===== config.mk =====
export PLATFORM = sky130hd
export DESIGN_NAME = memctl_fault_regs
export DESIGN_NICKNAME = d
export VERILOG_FILES = /design/src/rtl/mcfr_pkg.sv /design/src/rtl/mcfr_decode.sv /design/src/rtl/mcfr_fault.sv /design/src/rtl/mcfr_diag.sv /design/src/rtl/memctl_fault_regs.sv
export SDC_FILE = /design/constraint.sdc
export NUM_CORES = 1
export LEC_CHECK = 0
export BUFFER_PORTS_ARGS = -buffer_cell sky130_fd_sc_hd__buf_2
export CAP_MARGIN = 20
export CORE_ASPECT_RATIO = 0.6
export CORE_MARGIN = 8
export CORE_UTILIZATION = 23
export CTS_CLUSTER_DIAMETER = 100
export DETAILED_ROUTE_END_ITERATION = 8
export PLACE_DENSITY = 0.45
export SLEW_MARGIN = 20
export SYNTH_ARGS = -nofsm -noshare
export SYNTH_HDL_FRONTEND = slang
export SYNTH_HIERARCHICAL = 1
export SYNTH_SLANG_ARGS = --single-unit

===== constraint.sdc =====
create_clock -name clk -period 1.63 [get_ports clk]
set_input_delay 0.4075 -clock clk [delete_from_list [all_inputs] [get_ports clk]]
set_output_delay 0.4075 -clock clk [all_outputs]
set_load 0.02 [all_outputs]

===== src/rtl/mcfr_pkg.sv =====
package mcfr_pkg;
  localparam int NREG = 9;

  typedef enum logic [3:0] {
    IX_ENABLE = 4'd0, IX_DELAY = 4'd1, IX_FSTAT = 4'd2, IX_VIDEO = 4'd3,
    IX_FADDR0 = 4'd4, IX_FADDR1 = 4'd5, IX_DIAG = 4'd6, IX_EVT0 = 4'd7,
    IX_EVT1 = 4'd8
  } reg_idx_e;

  localparam int FS_CE    = 0;
  localparam int FS_UE    = 3;
  localparam int FS_MULTI = 16;
  localparam int EN_CEIRQ = 1;

  localparam logic [31:0] DELAY_RST   = 32'h0000_0020;
  localparam logic [31:0] DELAY_WMASK = 32'h7FFF_FFFF;
  localparam logic [31:0] FADDR0_RST  = 32'h07C0_0000;

  function automatic logic [31:0] en_wmask(input int variant);
    return (variant == 0) ? 32'h0000_0103 : 32'h0000_0BFF;
  endfunction

  function automatic logic [31:0] en_keep(input int variant);
    return (variant == 0) ? 32'h0000_0100 : 32'hFF00_0BFC;
  endfunction
endpackage


===== src/rtl/mcfr_decode.sv =====
module mcfr_decode #(
  parameter int ADDR_W = 6,
  parameter int NREG   = 9,
  localparam int IDX_W = ADDR_W - 2
) (
  input  logic [ADDR_W-1:0] addr,
  input  logic              we,
  output logic [IDX_W-1:0]  idx,
  output logic              in_range,
  output logic [NREG-1:0]   we_vec
);
  logic [1:0] unused_lsb;
  assign unused_lsb = addr[1:0];
  assign idx        = addr[ADDR_W-1:2];
  assign in_range   = (32'(idx) < NREG);

  for (genvar i = 0; i < NREG; i++) begin : g_we
    assign we_vec[i] = we && (idx == IDX_W'(i));
  end

  always_comb begin
    assert ($onehot0(we_vec)) else $error("assert_one_write_R1");
  end
endmodule


===== src/rtl/mcfr_fault.sv =====
module mcfr_fault
  import mcfr_pkg::*;
#(
  parameter int DW = 32
) (
  input  logic          clk,
  input  logic          rst,
  input  logic          err_valid,
  input  logic [DW-1:0] err_status,
  input  logic [DW-1:0] err_addr0,
  input  logic [DW-1:0] err_addr1,
  input  logic          ce_irq_en,
  input  logic          st_we,
  input  logic [DW-1:0] wdata,
  output logic [DW-1:0] status_q,
  output logic [DW-1:0] far0_q,
  output logic [DW-1:0] far1_q,
  output logic          irq_q
);
  logic pending, raise;
  assign pending = status_q[FS_CE] | status_q[FS_UE];
  assign raise   = err_status[FS_UE] | (err_status[FS_CE] & ce_irq_en);

  always_ff @(posedge clk) begin
    if (rst) begin
      status_q <= '0;
      far0_q   <= DW'(FADDR0_RST);
      far1_q   <= '0;
      irq_q    <= 1'b0;
    end else if (err_valid) begin
      status_q <= err_status | (DW'(pending) << FS_MULTI);
      far0_q   <= err_addr0;
      far1_q   <= err_addr1;
      if (raise) irq_q <= 1'b1;
    end else if (st_we) begin
      status_q <= wdata;
      irq_q    <= 1'b0;
    end
  end

  assert_irq_clear_R10: assert property (@(posedge clk) disable iff (rst)
    st_we && !err_valid |=> !irq_q);
  assert_ue_raises_R9: assert property (@(posedge clk) disable iff (rst)
    err_valid && err_status[FS_UE] |=> irq_q);
  assert_multi_flag_R8: assert property (@(posedge clk) disable iff (rst)
    err_valid && (status_q[FS_CE] || status_q[FS_UE]) |=> status_q[FS_MULTI]);
endmodule


===== src/rtl/mcfr_diag.sv =====
module mcfr_diag #(
  parameter bit PRESENT = 1'b1,
  parameter int BYTES   = 4,
  localparam int AW     = $clog2(BYTES)
) (
  input  logic          clk,
  input  logic [AW-1:0] addr,
  input  logic          we,
  input  logic [7:0]    wdata,
  output logic [7:0]    rdata
);
  if (PRESENT) begin : g_win
    logic [7:0] mem [BYTES];
    logic [7:0] rd_q;
    always_ff @(posedge clk) begin
      if (we) mem[addr] <= wdata;
      rd_q <= mem[addr];
    end
    assign rdata = rd_q;
  end else begin : g_none
    logic unused_win;
    assign unused_win = ^{clk, addr, we, wdata};
    assign rdata      = 8'h00;
  end
endmodule


===== src/rtl/memctl_fault_regs.sv =====
module memctl_fault_regs
  import mcfr_pkg::*;
#(
  parameter int VARIANT    = 0,
  parameter int ADDR_W     = 6,
  parameter int DW         = 32,
  parameter int DIAG_BYTES = 4,
  localparam int IDX_W     = ADDR_W - 2,
  localparam int DG_W      = $clog2(DIAG_BYTES)
) (
  input  logic              clk,
  input  logic              rst,
  input  logic [ADDR_W-1:0] bus_addr,
  input  logic              bus_we,
  input  logic [DW-1:0]     bus_wdata,
  output logic [DW-1:0]     bus_rdata,
  input  logic              err_valid,
  input  logic [DW-1:0]     err_status,
  input  logic [DW-1:0]     err_addr0,
  input  logic [DW-1:0]     err_addr1,
  output logic              irq,
  input  logic [DG_W-1:0]   dg_addr,
  input  logic              dg_we,
  input  logic [7:0]        dg_wdata,
  output logic [7:0]        dg_rdata
);
  localparam logic [DW-1:0] CODE  = DW'({4'(VARIANT), 28'h0});
  localparam logic [DW-1:0] WMASK = DW'(en_wmask(VARIANT));
  localparam logic [DW-1:0] KEEP  = DW'(en_keep(VARIANT));

  logic [IDX_W-1:0] idx;
  logic             in_range;
  logic [NREG-1:0]  we_vec;

  mcfr_decode #(.ADDR_W(ADDR_W), .NREG(NREG)) u_dec (
    .addr(bus_addr), .we(bus_we), .idx(idx), .in_range(in_range), .we_vec(we_vec)
  );

  logic [DW-1:0] en_q = CODE;
  logic [DW-1:0] dly_q, vid_q, dr_q, ev0_q, ev1_q;
  logic [DW-1:0] fs_q, far0_q, far1_q;
  logic          irq_q;

  always_ff @(posedge clk) begin
    if (rst) begin
      en_q  <= en_q & KEEP;
      dly_q <= DW'(DELAY_RST);
      vid_q <= '0;
      dr_q  <= '0;
      ev0_q <= '0;
      ev1_q <= '0;
    end else begin
      if (we_vec[IX_ENABLE]) en_q  <= CODE | (bus_wdata & WMASK);
      if (we_vec[IX_DELAY])  dly_q <= bus_wdata & DW'(DELAY_WMASK);
      if (we_vec[IX_VIDEO])  vid_q <= bus_wdata;
      if (we_vec[IX_DIAG])   dr_q  <= bus_wdata;
      if (we_vec[IX_EVT0])   ev0_q <= bus_wdata;
      if (we_vec[IX_EVT1])   ev1_q <= bus_wdata;
    end
  end

  logic unused_we;
  assign unused_we = we_vec[IX_FADDR0] ^ we_vec[IX_FADDR1];

  mcfr_fault #(.DW(DW)) u_fault (
    .clk(clk), .rst(rst), .err_valid(err_valid), .err_status(err_status),
    .err_addr0(err_addr0), .err_addr1(err_addr1), .ce_irq_en(en_q[EN_CEIRQ]),
    .st_we(we_vec[IX_FSTAT]), .wdata(bus_wdata), .status_q(fs_q),
    .far0_q(far0_q), .far1_q(far1_q), .irq_q(irq_q)
  );

  logic [DW-1:0] view [NREG];
  assign view[IX_ENABLE] = en_q;
  assign view[IX_DELAY]  = dly_q;
  assign view[IX_FSTAT]  = fs_q;
  assign view[IX_VIDEO]  = vid_q;
  assign view[IX_FADDR0] = far0_q;
  assign view[IX_FADDR1] = far1_q;
  assign view[IX_DIAG]   = dr_q;
  assign view[IX_EVT0]   = ev0_q;
  assign view[IX_EVT1]   = ev1_q;

  logic [DW-1:0] rd_q;
  always_ff @(posedge clk) begin
    if (rst)           rd_q <= '0;
    else if (in_range) rd_q <= view[idx];
    else               rd_q <= '0;
  end
  assign bus_rdata = rd_q;
  assign irq       = irq_q;

  mcfr_diag #(.PRESENT(VARIANT == 0), .BYTES(DIAG_BYTES)) u_diag (
    .clk(clk), .addr(dg_addr), .we(dg_we), .wdata(dg_wdata), .rdata(dg_rdata)
  );

  assert_variant_code_R2: assert property (@(posedge clk) disable iff (rst)
    !$past(rst) && $past(in_range) && $past(idx) == IDX_W'(IX_ENABLE)
    |-> bus_rdata[31:24] == {4'(VARIANT), 4'h0});
  assert_delay_msb_R4: assert property (@(posedge clk) disable iff (rst)
    $past(in_range) && $past(idx) == IDX_W'(IX_DELAY) |-> !bus_rdata[31]);
  assert_oob_zero_R12: assert property (@(posedge clk) disable iff (rst)
    !$past(in_range) |-> bus_rdata == '0);
  assert_far_readonly_R7: assert property (@(posedge clk) disable iff (rst)
    bus_we && !err_valid && (idx == IDX_W'(IX_FADDR0) || idx == IDX_W'(IX_FADDR1))
    |=> $stable(far0_q) && $stable(far1_q));
endmodule


=== Yosys cells after proc, flatten, opt, wreduce, memory -nomap -nowiden ===
Memories as Yosys holds them, arrays and structs flattened. A register that Yosys moved wholly into a read port is not among the register bits.
Cells that the tools add are included.

* Magnitude comparators: 2
* Eq/ne operators: 7
* Multiplexer cells: 10
* Bitwise gates (word level): 7
* Reduce and logical (&&, ||, !) cells: 12

{| class="wikitable"
|+ Operators by type and width
! cell !! count
|-
| $bmux W32 S4 || 1
|-
| $mux W32 || 4
|-
| $or A32 B17 Y32 || 1
|-
| $eq A4 B2 Y1 const B || 2
|-
| $eq A4 B3 Y1 const B || 2
|-
| $logic_and A1 B1 Y1 || 7
|-
| $ge A5 B5 Y1 const B || 1
|-
| $mux W1 || 5
|-
| $not A4 Y5 || 1
|-
| $eq A4 B1 Y1 const B || 1
|-
| $eq A4 B4 Y1 const B || 1
|-
| $logic_not A4 Y1 || 1
|-
| $lt A4 B4 Y1 const B || 1
|-
| $reduce_and A2 Y1 || 2
|-
| $ne A2 B1 Y1 const B || 1
|-
| $not A1 Y1 || 2
|-
| $or A1 B1 Y1 || 2
|-
| $reduce_bool A2 Y1 || 1
|-
| $reduce_or A2 Y1 || 1
|-
| $and A1 B1 Y1 || 1
|}

* Flip-flop bits (word level): 291
* Memory bits (writable): 32
* Input port bits: 149
* Output and inout bits: 41
* Word-level logic and storage cells: 51
* Memories kept: 1

{| class="wikitable"
|+ Memories
! memory !! words !! bits a word !! rd ports !! clocked after Yosys merged registers in !! write ports !! line !! RTL
|-
| u_diag.g_win.mem || 4 || 8 || 1 || 1 || 1 || mcfr_diag.sv:13 || <nowiki>logic [7:0] mem [BYTES];</nowiki>
|}

=== Longest topological paths before layout ===
Gate-level depths: netlist (run 1).

* Depth after elaboration: 4
* Gate-level depth with buffers: 7
* Mapped depth without buffers: 4

=== Cells and area by module ===
The synthesis (run 1) kept the hierarchy.

{| class="wikitable"
|+ By module, submodules not included
! module !! instances !! cells each !! area an instance (µm²) !! seq. area each (µm²)
|-
| memctl_fault_regs || 1 || 795 || 8,560.7 || 3,893.7
|-
| mcfr_fault || 1 || 354 || 3,881.2 || 1,941.9
|-
| mcfr_diag || 1 || 54 || 1,360.1 || 1,121.1
|-
| mcfr_decode || 1 || 20 || 120.1 || 0.0
|}

=== Least setup slack after synthesis (run 1) ===
OpenSTA, ideal clock, no wires.

* Kind: in2reg
* Start: in bus_addr[5]
* End: reg vid_q[24]
* Library setup time: 0.128 ns
* Arrival: 1.610 ns
* Data required time: 1.502 ns
* Setup slack: -0.107 ns
* Stages on the path: 6
* Buffers on the path: 2
* Cells stage by stage: or3b_4 -> nor2_1 -> clkbuf_1 -> buf_2 -> mux2i_1 -> nor2_1

* Longest elaborated chain between the ends: 2

{| class="wikitable"
|+ Ends and longest elaborated chain
! what !! line !! RTL
|-
| start, declared || memctl_fault_regs.sv:13 || <nowiki>input logic [ADDR_W-1:0] bus_addr,</nowiki>
|-
| $eq A4 B2 Y1 || mcfr_decode.sv:18 || <nowiki>assign we_vec[i] = we && (idx == IDX_W'(i));</nowiki>
|-
| $logic_and A1 B1 Y1 || mcfr_decode.sv:18 ||
|-
| via we_vec[3] || memctl_fault_regs.sv:33 || <nowiki>logic [NREG-1:0] we_vec;</nowiki>
|-
| end signal, assigned || memctl_fault_regs.sv:55 || <nowiki>if (we_vec[IX_VIDEO]) vid_q <= bus_wdata;</nowiki>
|-
| end, declared || memctl_fault_regs.sv:40 || <nowiki>logic [DW-1:0] dly_q, vid_q, dr_q, ev0_q, ev1_q;</nowiki>
|}

The timed path passes the listed nets, and every way through them passes these cells.
A chain may end at the register's enable or synchronous reset.

=== Worst setup path after layout (run 1) ===
* Start: in bus_addr[3]
* End: reg rd_q[12] (netlist: bus_rdata[12])

* Longest elaborated chain between the ends: 4
* Elaborated cells on any way between the ends: 7
* Those cells by class: order compare: 1; mux: 3; bitwise: 2; reduce/logical: 1

{| class="wikitable"
|+ Ends and longest elaborated chain
! what !! line !! RTL
|-
| $not A4 Y5 (not written as such) || memctl_fault_regs.sv:86 || <nowiki>else if (in_range) rd_q <= view[idx];</nowiki>
|-
| $bmux W32 S4 || memctl_fault_regs.sv:86 ||
|-
| $mux W32 (not written as such) (2 in a row) || memctl_fault_regs.sv:86 ||
|-
| end signal, assigned || memctl_fault_regs.sv:86 ||
|-
| end, declared || memctl_fault_regs.sv:83 || <nowiki>logic [DW-1:0] rd_q;</nowiki>
|}

Several ways; a longest one is shown, not always the timed one. The select of a mux whose other input is x is not followed.

==> impl_metrics.csv, run 1 <==
group,metric,value,unit
cells_and_area,multi_input_area,6424,sq um
clock_tree,clock_sinks,331,
placement,finalWeightedCongestion,0.7992,
route,totalWireLength,44440,microns
timing,fin_skew,10.53,ps
route,num_vias,9947,
min_path,hp-class,"in2reg",
worst_setup_path,cp_slowest_cell,"mux2_2",
worst_setup_path,rrSetupSlack,170,ps
min_path,worstHoldPathCells,2,
worst_setup_path,crit_path_max_incr_delay,350,ps
pwr,internal-power,0.01428,W
timing,setup_viol,0,
min_path,worstHoldEndpoint,"u_fault/far0_q[26]",
cells_and_area,fin_nets,1566,
synth,yosysWarningCount,6,
worst_setup_path,rr_endpoint,"bus_rdata[0]",
timing,slew_headroom,37.67,%
synth,synth_nets,1370,
clock_tree,numCtsBuffers,37,
global_route,grt_overflow,0,
global_route,grt_max_degree,97,
pwr,p_leak,6.518,nW
pwr,p_seq_share,45.8,%
clock_tree,hold_buffers,0,
timing,rsz0062_at_grt,"no",
route,drt-wirelength-per-cell,19.96,microns
global_route,grt_pass1_vias,10160,
pwr,power_density,1086,nW/um^2
pwr,netSwitchingPower,0.004574,W
worst_setup_path,path_cells,"buf_4, buf_4, buf_4, mux2_2, a221oi_1, o31ai_1",
timing,worst_slew_pin_slew,930.7,ps
min_path,hold_start,"err_addr0[26]",
timing,holdWs,65.28,ps
timing,max_freq,0.6337,GHz
cells_and_area,syn2layout_area_growth,24.75,%
floorplanning,start_util,23.39,%
worst_setup_path,cpMostUsedCell,"buf_4",
timing,post-route-period-util,96.80,%
timing,fin_crit,1578,ps
route,drc_errors,0,
clock_tree,path_clk_slew,60,ps
route,first_pass_iters,5,
floorplanning,io_pins,190,
pwr,vdd_drop_max,661.6,uV
floorplanning,dieArea,68880,sq um
cells_and_area,n_fill_cell,6101,
route,ant_nets,0,
floorplanning,core-area,59480,sq um
floorplanning,dieHeight,206.5,microns
timing,slew_viol_final,0,
clock_tree,clockBufferDepth,3,
pwr,switching_share,24.26,%
clock_tree,cts_setup_buffers,0,
pwr,finalPower,0.01885,W
floorplanning,die_width,333.5,microns
synth,syn_area_per_cell,11.40,sq um
global_route,track_usage,12.41,%
cells_and_area,drive_gt1_share,28.64,%
route,viasPerCell,4.469,
placement,numPortBuffers,187,
run,cap_violations,0,
worst_setup_path,crit_fanout,12,
pwr,clock_power_share,45.0,%
clock_tree,htree_levels,2,
worst_setup_path,cp.arrival,2000,ps
clock_tree,clk_latency,550,ps
status,status,"finished, final reports clean",
clock_tree,cts_tree,"done",
synth,syn_inst,1221,
worst_setup_path,crit_path_end_kind,"flop",
floorplanning,rows,69,
global_route,grt_antenna_before_repair,6,
route,drtIter0Drc,564,
pwr,combinationalPowerShare,9.2,%
cells_and_area,final_cell_area,17360,sq um
global_route,grt_first_pass_wirelength,65810,microns
worst_setup_path,reg2reg_depth,4,
cells_and_area,post-route-util,29.18,%
worst_setup_path,reg2reg_from,"u_fault/status_q[0]",
synth,synth_area,13910,sq um
worst_setup_path,start_kind,"input port",
worst_setup_path,required,2050,ps
timing,hold_viol_final,0,
clock_tree,root_buffer,"clkbuf_16",
placement,placed_cell_area,16120,sq um
worst_setup_path,crit_type,"in2reg",
cells_and_area,regArea,6957,sq um
placement,dp_hpwl,30630,microns
[layer usage]
metal  GRT usage, %  wire (microns)
met1          18.77           23710
met3          2.893            2106
met2          17.50           17830
met4          2.983             755
met5              0              37
[per-stage QoR]
step | setup TNS (ps) | setup slack (ps) | cells
after floorplan | -452.9 | -49.16 | 1221
after global placement | -81530 | -653.0 | 2158
after detailed placement | -83620 | -611.5 | 2158
after CTS | 0 | 5.019 | 2222
after global routing | 0 | 12.74 | 2223
final | 0 | 52.08 | 2226
[cell type report]
cell class	count	area share (%)
sequential	331	40.08
multi-input combinational	783	37.01
timing repair buffer	263	10.27
clock buffer	52	6.135
tap	781	5.630
clock inverter	12	0.8002
antenna	3	0.04325
inverter	1	0.03604
[sequential cells by signal, summed over array words and instances (netlist names)]
signal,cells
bus_rdata,32
dly_q,31
dr_q,32
en_q,3
ev0_q,32
ev1_q,32
u_diag/g_win.mem,32
u_diag/rdata,8
u_fault/far0_q,32
u_fault/far1_q,32
u_fault/irq_q,1
u_fault/status_q,32
vid_q,32
[worst max-delay path by stage]
| stage | from | endpoint |
|---|---|---|
| after detailed placement | bus_addr[4] | bus_rdata[0] |
| after global routing | bus_addr[2] | bus_rdata[6] |
| final | bus_addr[3] | bus_rdata[12] |
| after CTS | bus_addr[4] | bus_rdata[1] |
| after global placement | bus_addr[4] | bus_rdata[1] |
| after floorplan | bus_addr[2] | bus_rdata[1] |
[worst max-delay path, delay by kind of cell]
| family | cells | cell delay, ps |
|---|---|---|
| AOI/OAI and AO/OA | 2 | 450 |
| muxes | 1 | 350 |
| buffers and inverters | 3 | 760 |
[layout by cell type (no fill, tap or decap), types with 31 or more instances in the layout]
cell and instances:
mux4_2 35, buf_2 183, mux2i_1 259, a211oi_1 31
dfxtp_1 298, nor2_1 220, edfxtp_1 33, clkbuf_16 39
nor2b_1 69, buf_4 57
[power by group through the flow]
stage          Combinational, W  Sequential (W)  Clock, W
6_report                0.00174         0.00864   0.00848
5_1_grt                 0.00188         0.00866   0.00913
4_1_cts                 0.00175         0.00864   0.00877
3_5_place_dp            0.00174         0.00881         0
3_3_place_gp            0.00172         0.00881         0
2_1_floorplan          0.000962         0.00882         0
[repair_timing]
action                                  CTS  global route
pin swaps                                 0             1
gates resized for setup                   1             3
endpoints found under the setup margin    1            24
gates cloned                              0             1
(Power assumes the default switching activity.)
==> run 2, diff against run 1 <==
--- a/config.mk
+++ b/config.mk
@@ -6,13 +6,14 @@
 export NUM_CORES = 1
 export LEC_CHECK = 0
 export BUFFER_PORTS_ARGS = -buffer_cell sky130_fd_sc_hd__buf_2
-export CAP_MARGIN = 20
+export CELL_PAD_IN_SITES_DETAIL_PLACEMENT = 0
+export CELL_PAD_IN_SITES_GLOBAL_PLACEMENT = 1
 export CORE_ASPECT_RATIO = 0.6
 export CORE_MARGIN = 8
 export CORE_UTILIZATION = 23
 export CTS_CLUSTER_DIAMETER = 100
 export DETAILED_ROUTE_END_ITERATION = 8
-export PLACE_DENSITY = 0.45
+export PLACE_DENSITY = 0.52
 export SLEW_MARGIN = 20
 export SYNTH_ARGS = -nofsm -noshare
 export SYNTH_HDL_FRONTEND = slang
==> run 2 against run 1 <==
Global-route usage decreased by 0.32 points. Sequential cell count unchanged. Register-to-register slack got worse by 40 ps. Combinational power about the same. Non-clock buffer count increased by 21. Setup slack improved by 29 ps. Cell count increased by 0.90%. Fmax increased by 1.9%. Clock power about the same.
==> impl_metrics.csv, run 2 (synthesis results as in run 1) <==
group,metric,value,unit
floorplanning,io_pins,190,
route,totalWireLength,42980,microns
clock_tree,clock_sinks,331,
timing,slew_headroom,58.22,%
global_route,grt_antenna_before_repair,2,
clock_tree,cts_tree,"done",
cells_and_area,final_common_cell,"dfxtp_1",
clock_tree,clockBufferDepth,3,
timing,holdWs,93.95,ps
global_route,top_usage_layer,"met1",
global_route,grtUsageMet1,18.45,%
timing,hold_viol_final,0,
cells_and_area,n_fill_cell,6103,
clock_tree,root_buffer,"clkbuf_16",
placement,dp_hpwl,30680,microns
cells_and_area,drive_gt1_share,29.71,%
worst_setup_path,crit_fanout,1,
timing,worst_slew_pin_slew,625.0,ps
route,viasPerCell,4.333,
placement,finalWeightedCongestion,0.7397,
floorplanning,dieHeight,206.5,microns
pwr,switching_share,24.32,%
worst_setup_path,start_kind,"flop",
route,first_pass_iters,5,
worst_setup_path,path_delay_family,"flip-flops",
pwr,internal-power,0.01431,W
worst_setup_path,cp_slowest_cell,"dfxtp_1",
global_route,grt_overflow,0,
worst_setup_path,crit_buf_inv,1,
global_route,grt_max_degree,83,
floorplanning,rows,69,
pwr,p_leak,6.669,nW
cells_and_area,post-route-util,29.64,%
floorplanning,die_width,333.5,microns
min_path,hp-class,"in2reg",
worst_setup_path,crit_path_max_incr_delay,410,ps
timing,rsz0062_at_grt,"no",
run,cap_violations,0,
clock_tree,htree_levels,2,
timing,fin_crit,1549,ps
floorplanning,dieArea,68880,sq um
clock_tree,hold_buffers,0,
clock_tree,clk_latency,530,ps
global_route,grt_pass1_vias,10100,
worst_setup_path,crit_type,"reg2out",
clock_tree,path_clk_slew,60,ps
route,num_vias,9731,
route,ant_nets,0,
clock_tree,cts_setup_buffers,0,
worst_setup_path,crit_path_end_kind,"output port",
pwr,power_density,1072,nW/um^2
route,drtIter0Drc,519,
pwr,vdd_drop_max,547.2,uV
route,drc_errors,0,
floorplanning,start_util,23.39,%
timing,post-route-period-util,95.02,%
pwr,clock_power_share,45.0,%
pwr,netSwitchingPower,0.004599,W
worst_setup_path,required,1220,ps
global_route,grt_first_pass_wirelength,64540,microns
global_route,track_usage,12.09,%
route,drt-wirelength-per-cell,19.14,microns
timing,slew_viol_final,0,
pwr,p_seq_share,45.7,%
cells_and_area,fin_nets,1587,
global_route,use_met3,2.650,%
clock_tree,numCtsBuffers,38,
cells_and_area,layout_common_cells,"dfxtp_1 (297), mux2i_1 (259), nor2_1 (220)",
timing,fin_skew,13.98,ps
floorplanning,core-area,59480,sq um
status,status,"finished, final reports clean",
worst_setup_path,cp.arrival,1140,ps
timing,max_freq,0.6457,GHz
worst_setup_path,path_cells,"buf_2",
global_route,use_met2,17.47,%
placement,numPortBuffers,187,
timing,setup_viol,0,
pwr,combinationalPowerShare,9.4,%
cells_and_area,syn2layout_area_growth,26.74,%
clock_tree,cts-resized-gates,1,
## run 2: cell count changes in the layout (fill, tap and decap cells not counted), sizes merged
cell,change
clkinv,+1
nor2b,-1
bufinv,-1
inv,+2
buf,+20
diode,-2
clkbuf,+1
## run 2: layout make-up
| class | count | area [sq um] | area share [%] |
|---|---|---|---|
| diodes | 1 | 2.502 | 0.01419 |
| inverters | 1 | 6.256 | 0.03548 |
| well taps | 781 | 977.2 | 5.542 |
| repair buffers | 284 | 2059 | 11.68 |
| clock inverters | 14 | 137.6 | 0.7805 |
| multi-input cells | 782 | 6406 | 36.33 |
| clock buffers | 52 | 1086 | 6.159 |
| flip-flops and latches | 331 | 6958 | 39.46 |
## run 2: worst paths after layout
check,startpoint,to,slack [ps],cells after the start
min,err_addr0[24],u_fault/far0_q[24],90,2
max,bus_rdata[30],bus_rdata[30],80,1
min reg2reg,ev1_q[22],bus_rdata[22],460,2
max reg2reg,u_fault/status_q[0],bus_rdata[0],130,4
## run 2: power by group through the flow
stage | sequential, W | clock, W | combinational [W]
4_1_cts | 0.00864 | 0.00886 | 0.00180
2_1_floorplan | 0.00882 | 0 | 0.000962
3_3_place_gp | 0.00881 | 0 | 0.00178
5_1_grt | 0.00866 | 0.00918 | 0.00192
3_5_place_dp | 0.00881 | 0 | 0.00180
6_report | 0.00864 | 0.00850 | 0.00177
## run 2: routing by layer
metal  vias up  share of wire, %
li1       4812                 -
met1      4707                54
met2       167                41
met3        41               4.5
met4         4               1.2
met5         -             0.049
## run 2: stage by stage
step	total power [W]	std cells	worst slack (ps)	TNS, ps	area [sq um]
CTS	0.01930	2245	3.581	0	17620
finish	0.01891	2246	81.20	0	17630
global placement	0.01059	2179	-300.2	-44940	16400
detailed placement	0.01061	2179	-285.5	-46390	16400
global route	0.01977	2245	49.49	0	17630
floorplan	0.009783	1221	-49.16	-452.9	14000
==> run 3, diff against run 2 <==
==> constraint.sdc (replaced) <==
create_clock -name clk -period 1.63 [get_ports clk]
set_input_delay 0.4075 -clock clk [delete_from_list [all_inputs] [get_ports clk]]
set_output_delay 0.4075 -clock clk [all_outputs]
set_load 0.05 [all_outputs]
==> run 3 against run 2 <==
Wire length is essentially flat. First-iteration DRC count shrank 0.58%. Hold slack is essentially flat. Highest routed layer unchanged.
==> impl_metrics.csv, run 3 (synthesis results as in run 1) <==
group,metric,value,unit
cells_and_area,layout_common_cells,"dfxtp_1 (297), mux2i_1 (259), nor2_1 (220)",
pwr,vdd_drop_max,549.0,uV
placement,finalWeightedCongestion,0.7397,
global_route,top_usage_layer,"met1",
worst_setup_path,cp.arrival,1180,ps
timing,post-route-period-util,97.53,%
timing,fin_ws,40.19,ps
clock_tree,path_clk_slew,60,ps
cells_and_area,fin_nets,1587,
worst_setup_path,crit_fanout,1,
placement,post-place-cells,2179,
floorplanning,io_pins,190,
pwr,netSwitchingPower,0.004695,W
timing,slew_headroom,58.22,%
route,drtIter0Drc,516,
clock_tree,clk_latency,530,ps
run,cap_violations,0,
clock_tree,hold_buffers,0,
cells_and_area,syn2layout_area_growth,26.81,%
min_path,hp-class,"in2reg",
route,ant_nets,0,
timing,fin_skew,14.60,ps
floorplanning,start_util,23.39,%
global_route,use_met2,17.47,%
worst_setup_path,rr_endpoint,"bus_rdata[0]",
global_route,grt_pass1_vias,10100,
global_route,track_usage,12.09,%
cells_and_area,n_fill_cell,6100,
worst_setup_path,start_kind,"flop",
clock_tree,cts_tree,"done",
status,status,"finished, final reports clean",
timing,hold_viol_final,0,
timing,worst_slew_pin_slew,625.0,ps
route,totalWireLength,42980,microns
worst_setup_path,crit_buf_inv,1,
cells_and_area,layout.cells.non_filler,2246,
worst_setup_path,crit_end,"bus_rdata[30]",
worst_setup_path,rrSetupSlack,130,ps
pwr,power_density,1077,nW/um^2
clock_tree,numCtsBuffers,38,
global_route,grt_antenna_before_repair,2,
global_route,grt_max_degree,83,
worst_setup_path,cp_num_cells,1,
route,viasPerCell,4.325,
pwr,finalPower,0.01901,W
placement,placed_cell_area,16400,sq um
worst_setup_path,cp_slowest_cell,"dfxtp_1",
global_route,grt_overflow,0,
global_route,grt_first_pass_wirelength,64540,microns
worst_setup_path,crit_type,"reg2out",
clock_tree,htree_levels,2,
min_path,hold_start,"err_addr0[24]",
timing,rsz0062_at_grt,"no",
route,num_vias,9715,
clock_tree,clock_sinks,331,
clock_tree,clockBufferDepth,3,
worst_setup_path,path_cells,"buf_4",
cells_and_area,drive_gt1_share,29.71,%
timing,setup_viol,0,
cells_and_area,final_cell_area,17640,sq um
timing,fin_crit,1590,ps
pwr,p_leak,6.669,nW
worst_setup_path,reg2reg_depth,4,
timing,max_freq,0.6290,GHz
placement,dp_hpwl,30680,microns
worst_setup_path,required,1220,ps
floorplanning,die_width,333.5,microns
worst_setup_path,critPathLaunch,"bus_rdata[30]",
worst_setup_path,crit_path_end_kind,"output port",
timing,slew_viol_final,0,
route,first_pass_iters,5,
floorplanning,rows,69,
pwr,combinationalPowerShare,9.8,%
worst_setup_path,reg2reg_from,"u_fault/status_q[0]",
worst_setup_path,crit_path_max_incr_delay,410,ps
worst_setup_path,path_delay_family,"flip-flops",
placement,dpl_worst_slack,-285.5,ps
global_route,grtUsageMet1,18.45,%
floorplanning,dieHeight,206.5,microns
global_route,use_met3,2.650,%
placement,numPortBuffers,187,
route,drc_errors,0,
cells_and_area,post-route-util,29.66,%
pwr,internal-power,0.01431,W
pwr,p_seq_share,45.4,%
floorplanning,dieArea,68880,sq um
clock_tree,root_buffer,"clkbuf_16",
pwr,clock_power_share,44.8,%
pwr,switching_share,24.70,%
cells_and_area,final_common_cell,"dfxtp_1",
route,drt-wirelength-per-cell,19.14,microns
floorplanning,core-area,59480,sq um
## run 3: cell types whose count changed in the layout (fill, tap and decap cells not counted)
cell and change:
buf_2 -4, buf_4 +4
## run 3: metrics by stage
step / setup TNS, ps / hold slack [ps]
after floorplan: -452.9 / 444.3
after CTS: 0 / 56.13
after detailed placement: -46390 / 458.5
after global placement: -44940 / 458.6
final: 0 / 94.01
after global routing: 0 / 64.78
## run 3: layout make-up
| cell class | instances | area [sq um] | area share (%) |
|---|---|---|---|
| Clock inverter | 14 | 137.6 | 0.7801 |
| Antenna cell | 1 | 2.502 | 0.01418 |
| Clock buffer | 52 | 1086 | 6.156 |
| Sequential cell | 331 | 6958 | 39.44 |
| Inverter | 1 | 6.256 | 0.03546 |
| Tap cell | 781 | 977.2 | 5.539 |
| Multi-Input combinational cell | 782 | 6406 | 36.31 |
| Timing Repair Buffer | 284 | 2069 | 11.73 |
## run 3: worst min-delay path by stage
stage / end / slack [ps] / cells after the start
final: u_fault/far0_q[24] / 90 / 2
after global routing: u_fault/far0_q[25] / 60 / 2
after CTS: u_fault/far0_q[24] / 60 / 2
after detailed placement: bus_rdata[22] / 460 / 2
after global placement: bus_rdata[23] / 460 / 2
after floorplan: bus_rdata[30] / 440 / 2
## run 3: per-layer routing
layer / vias up / wire (microns)
met5: - / 21
met4: 4 / 494
met3: 41 / 1905
met2: 160 / 17520
met1: 4698 / 23040
li1: 4812 / -
## run 3: power by group through the flow
stage               Sequential (W)  Clock, W  Combinational, W
CTS                        0.00864   0.00886           0.00190
detailed placement         0.00881         0           0.00189
finish                     0.00864   0.00851           0.00186
global placement           0.00881         0           0.00187
floorplan                  0.00891         0          0.000962
global route               0.00866   0.00918           0.00202
## run 3: timing repair
action | CTS | global route
endpoints found under the setup margin | 4 | 1
resized for setup | 5 | 1
pin swaps | 0 | 0
buffers inserted | 0 | 0
## run 3: worst register-to-register path, stage by stage (launching register included)
cell      delay (ps)
dfxtp_1          330
mux4_2           470
a211oi_1         320
a211oi_1         110
buf_4            160
